### config.mk
export PLATFORM = sky130hd
export DESIGN_NAME = eighth_turn_rotator
export DESIGN_NICKNAME = d
export VERILOG_FILES = /design/src/rtl/eighth_turn_rotator.sv
export SDC_FILE = /design/constraint.sdc
export NUM_CORES = 1
export LEC_CHECK = 0
export ABC_AREA = 1
export BUFFER_PORTS_ARGS = -buffer_cell sky130_fd_sc_hd__buf_2
export CAP_MARGIN = 5
export CORE_ASPECT_RATIO = 1.5
export CORE_MARGIN = 4
export CORE_UTILIZATION = 30
export CTS_CLUSTER_DIAMETER = 80
export DETAILED_ROUTE_END_ITERATION = 10
export GPL_TIMING_DRIVEN = 1
export PLACE_DENSITY_LB_ADDON = 0.08
export SETUP_SLACK_MARGIN = 0.2
export SLEW_MARGIN = 20
export SYNTH_ARGS = -nofsm -noshare
export SYNTH_HDL_FRONTEND = slang
export SYNTH_SLANG_ARGS = --single-unit
### constraint.sdc
create_clock -name clk -period 1.2 [get_ports clk]
set_input_delay 0.24 -clock clk [delete_from_list [all_inputs] [get_ports clk]]
set_output_delay 0.24 -clock clk [all_outputs]
set_load 0.005 [all_outputs]
### src/rtl/eighth_turn_rotator.sv
module eighth_turn_rotator #(
  parameter int W    = 16,
  parameter int FRAC = 2
) (
  input  logic                clk,
  input  logic                rst_n,
  input  logic                in_valid,
  input  logic [1:0]          sel,
  input  logic signed [W-1:0] in_re,
  input  logic signed [W-1:0] in_im,
  output logic                out_valid,
  output logic signed [W:0]   out_re,
  output logic signed [W:0]   out_im
);
  localparam int OW = W + 1;
  localparam int IW = OW + FRAC + 2;

  // k = 1 + (1 + 1/4)(1/64 - 1/4) = 181/256, rounded once at the end
  function automatic logic signed [OW-1:0] halfroot(input logic signed [OW-1:0] x);
    logic signed [IW-1:0] xe, t, u, y, r;
    xe = $signed({{(IW-OW){x[OW-1]}}, x}) <<< FRAC;
    t  = xe + (xe >>> 2);
    u  = (t >>> 6) - (t >>> 2);
    y  = xe + u;
    r  = (y + (IW'(1) <<< (FRAC - 1))) >>> FRAC;
    return OW'(r);
  endfunction

  logic signed [OW-1:0] a_x, b_x, sum_ab, dif_ba;
  logic signed [OW-1:0] sc_re, sc_im, p_re, p_im, r_re, r_im;

  assign a_x    = {in_re[W-1], in_re};
  assign b_x    = {in_im[W-1], in_im};
  assign sum_ab = a_x + b_x;
  assign dif_ba = b_x - a_x;
  assign sc_re  = halfroot(sum_ab);
  assign sc_im  = halfroot(dif_ba);

  assign p_re = sel[1] ? sc_re : a_x;
  assign p_im = sel[1] ? sc_im : b_x;
  assign r_re = sel[0] ? p_im  : p_re;
  assign r_im = sel[0] ? -p_re : p_im;

  always_ff @(posedge clk or negedge rst_n) begin
    if (!rst_n) begin
      out_valid <= 1'b0;
      out_re    <= '0;
      out_im    <= '0;
    end else begin
      out_valid <= in_valid;
      if (in_valid) begin
        out_re <= r_re;
        out_im <= r_im;
      end
    end
  end
endmodule

* Word level (Yosys, flattened, before mapping)
Cells that the tools add are included.
** Storage, ports and cells
- Bits in registers :: 35
- Input port bits :: 37
- Output and inout bits :: 35
- Word-level logic and storage cells :: 18
** Cells by class
- $add $sub $neg :: 11
- Muxes and demuxes :: 4
** Operators with widths (number)
- $mux W17 :: 4
- $add A19 B17 Y20 :: 2
- $add A19 B19 Y19 :: 2
- $add A19 B3 Y19 const B :: 2
- $sub A14 B18 Y19 :: 2
- $add A16 B16 Y17 :: 1
- $neg A17 Y17 :: 1
- $sub A16 B16 Y17 :: 1

* Longest topological paths before layout
Gate-level depths: netlist of run 1.
- Word-level depth :: 8
- Depth in mapped cells :: 45

* Worst setup path before layout of run 1
OpenSTA, ideal clock, no wires.
- Path type :: input port to flip-flop
- Start point :: input port in_re[0]
- End point :: register out_im[16]
- Arrival time :: 5.540 ns
- Required time :: 1.084 ns
- Slack :: -4.456 ns
- Stages on the path :: 36
- Path buffers :: 0
- Cells stage by stage :: ha_1 inv_1 fa_1 o21ai_1 nand2_1 nand2_1 nand2_2 nand2_4 a21oi_4 o21ai_1 a21oi_1 o21ai_1 nand2_1 a22oi_1 inv_1 ha_1 inv_1 nor3_2 nand3_1 nand3_1 xor2_2 fa_1 ha_1 nand2_1 inv_1 a21boi_0 nand3_1 or2_0 a31oi_1 nand4_1 nor2_1 nand3_1 nand2_1 nand2_1 nand2_1 nand2_1
** Between the ends
- Word-level cells in the longest chain between the ends :: 8
** RTL lines
- start, declared :: RTL line 9 : input logic signed [W-1:0] in_re,
- $add A16 B16 Y17 :: RTL line 34 : assign sum_ab = a_x + b_x;
- $add A19 B17 Y20 :: RTL line 22 : t = xe + (xe >>> 2);
- $sub A14 B18 Y19 :: RTL line 23 : u = (t >>> 6) - (t >>> 2);
- $add A19 B19 Y19 :: RTL line 24 : y = xe + u;
- $add A19 B3 Y19 :: RTL line 25 : r = (y + (IW'(1) <<< (FRAC - 1))) >>> FRAC;
- $mux W17 :: RTL line 39 : assign p_re = sel[1] ? sc_re : a_x;
- $neg A17 Y17 :: RTL line 42 : assign r_im = sel[0] ? -p_re : p_im;
- $mux W17 (*) :: RTL line 42
- end signal, assigned :: RTL line 53 : out_im <= r_im;
- end, declared :: RTL line 13 : output logic signed [W:0] out_im
Mark *: on every way between the ends. The rest lies on a longest branch, timed or not.
A chain may end at the register's enable or synchronous reset.

* Worst setup path after layout of run 1
- Start point :: input port in_re[4]
- End point :: register out_im[16]
Same word-level chain as after synthesis.

==> results of run 1 <==
[placed cells by master (no fill, tap or decap), types with 12 or more instances in the layout]
master / n
a21oi_2: 45
ha_4: 46
xor2_2: 25
buf_6: 36
nand2_1: 232
buf_4: 435
inv_2: 34
a21oi_4: 12
xor2_4: 14
o21ai_2: 27
fa_1: 27
xor2_1: 26
dfrtp_1: 35
inv_1: 135
o21ai_1: 35
nor2_2: 20
nand3_1: 59
nor2_1: 45
nor2_4: 13
ha_1: 53
nand2_4: 12
nand3_2: 31
a21oi_1: 45
nand2_2: 63
buf_2: 65
o21ai_0: 24
[critical path, delay by kind of cell]
| kind | cells | cell delay, ns |
|---|---|---|
| compound gates | 6 | 0.82 |
| fa+ha+maj | 4 | 1.31 |
| buf+inv | 7 | 0.66 |
| simple gates | 17 | 2.01 |
| xor+xnor | 2 | 0.40 |
[flip-flops by register name, summed over array words and instances, names as in the netlist]
name	count
out_im	17
out_valid	1
out_re	17
[area by class of cell]
| cell class | count | area share |
|---|---|---|
| Timing Repair Buffer | 547 | 0.284 |
| Sequential cell | 35 | 0.0596 |
| Inverter | 182 | 0.0496 |
| Tap cell | 337 | 0.0287 |
| Clock buffer | 7 | 0.00902 |
| Clock inverter | 1 | 0.000340 |
| Multi-Input combinational cell | 959 | 0.569 |
[metrics by stage]
| stage | util | worst slack (ns) | hold WS, ns | cell area [um2] | setup TNS, ns |
|---|---|---|---|---|---|
| after global routing | 0.557 | -4.42 | 0.311 | 14700 | -136.62 |
| after floorplan | - | -4.00 | -0.0556 | 8570 | -117.40 |
| after detailed placement | 0.456 | -4.72 | 0.219 | 12000 | -144.45 |
| after CTS | 0.518 | -4.08 | 0.304 | 13700 | -125.20 |
| final | 0.557 | -4.08 | 0.306 | 14700 | -126.86 |
| after global placement | 0.456 | -4.69 | 0.216 | 12000 | -144.08 |
[routing by layer]
| layer | GRT usage | part of all wire | vias to the layer above |
|---|---|---|---|
| met5 | 0 | 0 | - |
| met4 | 0.0911 | 0.054 | 0 |
| met3 | 0.0179 | 0.015 | 75 |
| met2 | 0.418 | 0.54 | 123 |
| met1 | 0.240 | 0.39 | 4533 |
| li1 | - | - | 4935 |
[how the worst max path moves through the flow]
stage	start	to	slack, ns	cells past startpoint
6_report	in_re[4]	out_im[16]$_DFFE_PN0P_	-4.08	36
5_1_grt	in_im[1]	out_im[16]$_DFFE_PN0P_	-4.42	43
4_1_cts	in_im[0]	out_im[16]$_DFFE_PN0P_	-4.08	41
3_5_place_dp	in_re[0]	out_im[16]$_DFFE_PN0P_	-4.72	41
3_3_place_gp	in_re[0]	out_im[14]$_DFFE_PN0P_	-4.69	40
2_1_floorplan	in_re[0]	out_im[16]$_DFFE_PN0P_	-4.00	36
[timing repair]
item	in CTS	in global routing
pin swaps	122	131
gates cloned	0	0
resized for setup	220	157
setup buffers	63	40
hold buffers	1	0
endpoints found under the setup margin	69	69
hold endpoints to repair	35	0
[logic make-up after synthesis]
group	share of synthesized area
compound gates	0.166
buf+inv	0.106
simple gates	0.277
xor+xnor	0.100
fa+ha+maj	0.240
flops	0.109
==> summary.md, run 1 <==
| Metric | Value |
|---|---|
| Fin. max-slew vios | 0 |
| Synth unique cells | 53 |
| CP startpoint kind | primary input |
| Measured slew at the worst slew-check pin | 0.338 ns |
| DIE AREA | 29400 um2 |
| Sequential area share after synthesis | 0.109 |
| Worst clock skew | 0 ns |
| Share of cells above drive strength 1 | 0.552 |
| YS warnings | 0 |
| Post-synth top area cell | ha_1 |
| Total wire length | 32800 um |
| Htree depth | 2 |
| Ant diodes | 0 |
| RSZ-0062 raised after global routing | true |
| CTS tree | yes |
| Post-Synthesis Cell Area | 8010 um2 |
| Fin cells | 2068 |
| Critical Path AT | 5.46 ns |
| Max cap viols | 0 |
| Ys flop type | dfrtp_1 |
| TritonCTS Buffers | 5 |
| Final min period | 5.28 ns |
| Worst slew margin | 0.773 |
| Worst skew pair latency | 0.27 ns |
| Register Area | 876 um2 |
| Post-synth ARST share | 1.00 |
| Initial Util | 0.303 |
| Failing checks | negative setup slack |
| Worst Setup End Kind | flop |
| Vias in the first global route | 10.2k |
| Status | finished, violations left |
| Number of synthesized register bits | 35 |
| Fin nets | 1901 |
| Vias per cell | 4.67 |
| Site row count | 73 |
| EDFF count, synth | 0 |
| # clock sinks | 35 |
| Top-count cell post-synth | nand2_1 |
| Final cycle utilization of the critical path | 4.40 |
| Hold Path Depth | 2 |
| Area of the multi-input gates | 8370 um2 |
| Worst Hold End | out_valid$_DFF_PN0_ |
| # port buffers | 71 |
| Area growth syn-to-layout | 83.7% |
| Global route total overflow | 0 |
| DR pass1 iterations | 4 |
| Flop2flop setup slack | 0.33 ns |
| Die width | 141 um |
| Post-synthesis net count | 1377 |
| Largest net degree at the start of global routing | 39 |
| GR Util All Layers | 0.217 |
| Worst r2r src | out_im[0]$_DFFE_PN0P_ |
| Syn avg cell area | 6.64 um2 |
| Final setup violation count | 34 |
| Path depth of the worst reg2reg path | 4 |
| Endpoints failing hold | 0 |
| Cell mode on critical path | nand2_1 |
| Crit-path slowest cell | fa_1 |
| Antenna-violating nets left | 0 |
| First-pass GRT wire length | 51400 um |
| Crit-path max FO | 6 |
| Kind of critical path | in -> reg |
| FMAX | 0.189 GHz |
| Final setup margin | -4.08 ns |
| Clock transition at path regs | 0.06 ns |
| Initial antenna violation count | 0 |
| Top post-synthesis cells by area | ha_1 (16%), nand2_1 (14%), dfrtp_1 (11%) |
| Wirelength per Cell | 15.9 um |
| Vias | 9666 |
| Synth top area share | 0.158 |
| Critical path's largest stage delay | 0.48 ns |
| Clk root buf | clkbuf_16 |
| Worst r2r dst | out_im[0]$_DFFE_PN0P_ |
| Initial DRC count | 295 |
| DP HPWL | 26800 um |
| Max clock buf depth | 2 |
| Gate Count Post-Synth | 1206 |
| Fillers | 2568 |
| DRC | 0 |
| Min-delay src | in_valid |
| Core ar. | 26400 um2 |
| Die Y | 208 um |
| Most instantiated cells after synthesis | nand2_1 (291), inv_1 (168), ha_1 (101) |
| Hold WC Path Type | in -> reg |
| CP Data Required Time | 1.37 ns |
| RePlAce Congestion | 0.866 |
| DP Cell Count | 1956 |
| Io pins | 72 |
Power of run 1 is left out: the tool's default activity adds up to more than one toggle a clock period on the data nets, which glitch-free logic cannot reach.
==> run 2: changes to the inputs <==
==> constraint.sdc (replaced) <==
create_clock -name clk -period 1.2 [get_ports clk]
set_input_delay 0.24 -clock clk [delete_from_list [all_inputs] [get_ports clk]]
set_output_delay 0.24 -clock clk [all_outputs]
set_load 0.02 [all_outputs]
==> run 2 against run 1 <==
Compared with the run above: critical path type unchanged; routed wire length up 0.18%; via count down 0.16%; register-to-register slack worse by 0.02 ns; hold slack better by 0.0011 ns; final cell count unchanged; the flow still finishes with violations (negative setup slack); first-iteration DRC count up 9.5%; cell area up 1.7%; critical path depth unchanged.
==> summary.md, run 2 (same netlist as run 1, synthesis figures left out) <==
| Metric | Value |
|---|---|
| Failing checks | negative setup slack |
| DIE AREA | 29400 um2 |
| Final setup violation count | 34 |
| Critical Path AT | 5.45 ns |
| Kind of critical path | in -> reg |
| CP startpoint kind | primary input |
| CTS tree | yes |
| Top flop regs | out_im (17), out_re (17), out_valid (1) |
| Global route total overflow | 0 |
| # clock sinks | 35 |
| Worst slew margin | 0.774 |
| Fin Hold WS | 0.307 ns |
| CP Data Required Time | 1.37 ns |
| Cell mode on critical path | nand2_1 |
| DP HPWL | 26800 um |
| Fin. max-slew vios | 0 |
| Area of the multi-input gates | 8430 um2 |
| # port buffers | 71 |
| GR Util All Layers | 0.219 |
| Hold WC Path Type | in -> reg |
| Max clock buf depth | 2 |
| TritonCTS Buffers | 5 |
| Initial Util | 0.303 |
| Worst skew pair latency | 0.28 ns |
| Largest net degree at the start of global routing | 39 |
| Io pins | 72 |
| Total wire length | 32900 um |
| Fin cells | 2068 |
| Fillers | 2535 |
| Commonest non-fill, non-tap cell in the layout | buf_4 |
| Status | finished, violations left |
| Area growth syn-to-layout | 86.8% |
| DRC | 0 |
| Die width | 141 um |
| Worst clock skew | 0 ns |
| DR pass1 iterations | 4 |
| Vias in the first global route | 10.3k |
| Htree depth | 2 |
| Vias per cell | 4.67 |
| Final cycle utilization of the critical path | 4.39 |
| Critical path's largest stage delay | 0.48 ns |
| Site row count | 73 |
| RePlAce Congestion | 0.866 |
| Initial DRC count | 323 |
| Setup_tns | -126.30 ns |
| Crit-path max FO | 6 |
| Antenna-violating nets left | 0 |
| Core ar. | 26400 um2 |
| Max cap viols | 0 |
| Final min period | 5.27 ns |
| Fin nets | 1901 |
| First-pass GRT wire length | 51700 um |
| Commonest non-fill, non-tap cells in the layout | buf_4 (438), nand2_1 (232), inv_1 (135), buf_6 (68), nand2_2 (63) |
| Placed Area | 12000 um2 |
| DP Cell Count | 1956 |
| Vias | 9651 |
| Design Area, Final | 15000 um2 |
| RSZ-0062 raised after global routing | true |
| Wirelength per Cell | 15.9 um |
| Measured slew at the worst slew-check pin | 0.337 ns |
| Endpoints failing hold | 0 |
| Die Y | 208 um |
| Clock transition at path regs | 0.05 ns |
| Crit-path slowest cell | fa_1 |
| Share of cells above drive strength 1 | 0.557 |
| Final setup margin | -4.07 ns |
| Clk root buf | clkbuf_16 |
| Ant diodes | 0 |
| FMAX | 0.190 GHz |
| Worst Setup End Kind | flop |
| Register Area | 876 um2 |
| Initial antenna violation count | 0 |
-- run 2: final cells by class --
type | instances | area share
clock inverter | 1 | 0.000335
sequential | 35 | 0.0586
multi-input combinational | 959 | 0.563
clock buffer | 7 | 0.00887
inverter | 182 | 0.0486
tap | 337 | 0.0282
timing repair buffer | 547 | 0.292
-- run 2: routing by layer --
layer / GRT usage / wire [um]
met5: 0 / 0
met4: 0.0937 / 1620
met3: 0.0182 / 510
met2: 0.419 / 18000
met1: 0.241 / 12700
-- run 2: final timing paths --
kind	cells after the start	start	slack, ns	end
worst max-delay path	36	in_re[4]	-4.07	out_im[16]$_DFFE_PN0P_
worst min-delay path	2	in_valid	0.31	out_valid$_DFF_PN0_
worst max register to register	4	out_im[0]$_DFFE_PN0P_	0.31	out_im[0]$_DFFE_PN0P_
worst min register to register	2	out_re[9]$_DFFE_PN0P_	0.50	out_re[9]$_DFFE_PN0P_
max in group asynchronous	3	rst_n	0.56	out_re[3]$_DFFE_PN0P_
min in group asynchronous	3	rst_n	0.45	out_re[13]$_DFFE_PN0P_
-- run 2: stage by stage --
step	setup slack [ns]	utilization
global placement	-4.69	0.456
global route	-4.37	0.567
CTS	-4.08	0.525
detailed placement	-4.72	0.456
finish	-4.07	0.567
floorplan	-4.00	-
-- run 2: what timing repair did --
action	4_1_cts	5_1_grt
cloned	0	0
gates resized for setup	286	171
endpoints found under the setup margin	69	69
setup buffers	63	40
hold buffers	1	0
pin swaps	122	117
hold endpoints to repair	35	0
-- run 2: critical path, delay by kind of cell --
| kind | cells | cell delay, ns |
|---|---|---|
| adders and majority gates | 4 | 1.31 |
| and+or+nand+nor | 17 | 2.02 |
| AOI/OAI and AO/OA | 6 | 0.82 |
| buffers and inverters | 7 | 0.62 |
| xor gates and xnor gates | 2 | 0.40 |
Power of run 2 is left out for the same reason.
==> run 3: changes to the inputs <==
--- a/config.mk
+++ b/config.mk
@@ -14,7 +14,7 @@
 export CTS_CLUSTER_DIAMETER = 80
 export DETAILED_ROUTE_END_ITERATION = 10
 export GPL_TIMING_DRIVEN = 1
-export PLACE_DENSITY_LB_ADDON = 0.08
+export PLACE_DENSITY = 0.47
 export SETUP_SLACK_MARGIN = 0.2
 export SLEW_MARGIN = 20
 export SYNTH_ARGS = -nofsm -noshare
==> run 3 against run 2 <==
Compared with the run above: the run still ends with negative setup slack left; register-to-register slack gained 0.02 ns; clock skew did not move; hold slack improved by 0.016 ns; final cell count fell by 2.2%; global-route usage decreased by 0.47 points; routed wire length decreased by 3.3%.
==> summary.md, run 3 (same netlist as run 1, synthesis figures left out) <==
| Metric | Value |
|---|---|
| Status | finished, violations left |
| Failing checks | negative setup slack |
| Hold WC Path Type | in -> reg |
| GR Util All Layers | 0.214 |
| Vias | 9518 |
| Worst Setup End Kind | flop |
| Vias per cell | 4.71 |
| CTS tree | yes |
| Wirelength per Cell | 15.7 um |
| DR pass1 iterations | 5 |
| Final setup margin | -4.01 ns |
| Initial DRC count | 379 |
| Design Area, Final | 14600 um2 |
| Measured slew at the worst slew-check pin | 0.386 ns |
| Max cap viols | 0 |
| Hold Path Depth | 2 |
| Initial antenna violation count | 0 |
| Htree depth | 2 |
| Placed Area | 12000 um2 |
| Fin. max-slew vios | 0 |
| # clock sinks | 35 |
| Vias in the first global route | 10.2k |
| Clk root buf | clkbuf_16 |
| Total wire length | 31800 um |
| Endpoints failing hold | 0 |
| Antenna-violating nets left | 0 |
| Fin nets | 1855 |
| Path depth of the worst reg2reg path | 4 |
| Die width | 141 um |
| Top flop regs | out_im (17), out_re (17), out_valid (1) |
| CP startpoint kind | primary input |
| RePlAce Congestion | 0.877 |
| Global route total overflow | 0 |
| Die Y | 208 um |
| Worst skew pair latency | 0.27 ns |
| # port buffers | 71 |
| Ant diodes | 0 |
| Commonest non-fill, non-tap cells in the layout | buf_4 (401), nand2_1 (231), inv_1 (131), nand2_2 (59), buf_6 (57) |
| TritonCTS Buffers | 5 |
| DIE AREA | 29400 um2 |
| Layout Utilization | 0.552 |
| Final setup violation count | 34 |
| Site row count | 73 |
| Core ar. | 26400 um2 |
| Critical Path AT | 5.38 ns |
| First-pass GRT wire length | 50800 um |
| DRC | 0 |
| DP HPWL | 26500 um |
| Crit-path slowest cell | fa_1 |
| Max clock buf depth | 2 |
| Initial Util | 0.303 |
| Crit-path max FO | 3 |
| Final min period | 5.21 ns |
| Worst clock skew | 0 ns |
| Largest net degree at the start of global routing | 37 |
| Commonest non-fill, non-tap cell in the layout | buf_4 |
| CP Data Required Time | 1.37 ns |
| Clock transition at path regs | 0.05 ns |
| Area growth syn-to-layout | 81.9% |
| Worst slew margin | 0.742 |
| Kind of critical path | in -> reg |
| RSZ-0062 raised after global routing | true |
| FMAX | 0.192 GHz |
| Io pins | 72 |
| Cell mode on critical path | nand2_1 |
| Share of cells above drive strength 1 | 0.542 |
| Critical path's largest stage delay | 0.51 ns |
| Final cycle utilization of the critical path | 4.34 |
-- run 3: cell count changes in the layout (fill, tap and decap cells not counted), sizes merged --
cell / delta
clkbuf: +1
clkinv: -1
buf: -46
-- run 3: through the flow --
step	setup TNS (ns)	instances	hold WS, ns	setup WS (ns)
2_1_floorplan	-117.40	1206	-0.0556	-4.00
3_3_place_gp	-144.06	1951	0.212	-4.71
3_5_place_dp	-145.14	1951	0.215	-4.79
4_1_cts	-124.08	1999	0.318	-4.00
5_1_grt	-134.38	2022	0.328	-4.37
6_report	-124.48	2022	0.322	-4.01
-- run 3: final cells by class --
class                      instances  area (um2)
timing repair buffer             501        4000
fill                            2474       11800
tap                              337         422
inverter                         182         719
multi-input combinational        959        8390
sequential                        35         876
clock buffer                       8         156
-- run 3: path summary, 6_finish.rpt --
check	start	end	slack (ns)
worst max-delay path	in_im[0]	out_im[16]$_DFFE_PN0P_	-4.01
worst min-delay path	in_valid	out_valid$_DFF_PN0_	0.32
worst max register to register	out_im[2]$_DFFE_PN0P_	out_im[2]$_DFFE_PN0P_	0.33
worst min register to register	out_im[13]$_DFFE_PN0P_	out_im[13]$_DFFE_PN0P_	0.51
max in group asynchronous	rst_n	out_im[5]$_DFFE_PN0P_	0.55
min in group asynchronous	rst_n	out_im[15]$_DFFE_PN0P_	0.47
-- run 3: layer usage --
layer / part of all wire / GRT usage / vias up
met5: 0 / 0 / -
met4: 0.039 / 0.0675 / 0
li1: - / - / 4838
met2: 0.56 / 0.425 / 144
met3: 0.019 / 0.0163 / 65
met1: 0.38 / 0.235 / 4471
-- run 3: timing repair --
action,CTS,global route
hold buffers,1,0
pin swaps,133,108
setup endpoints to repair,69,69
buffers inserted,39,23
hold endpoints to repair,35,0
resized for setup,282,160
-- run 3: worst max-delay path: cells and delay by family --
| family | cells | cell delay, ns |
|---|---|---|
| xor+xnor | 2 | 0.34 |
| fa+ha+maj | 5 | 1.61 |
| simple gates | 17 | 1.54 |
| compound gates | 7 | 0.85 |
| buf+inv | 10 | 0.79 |
Power of run 3 is left out for the same reason.
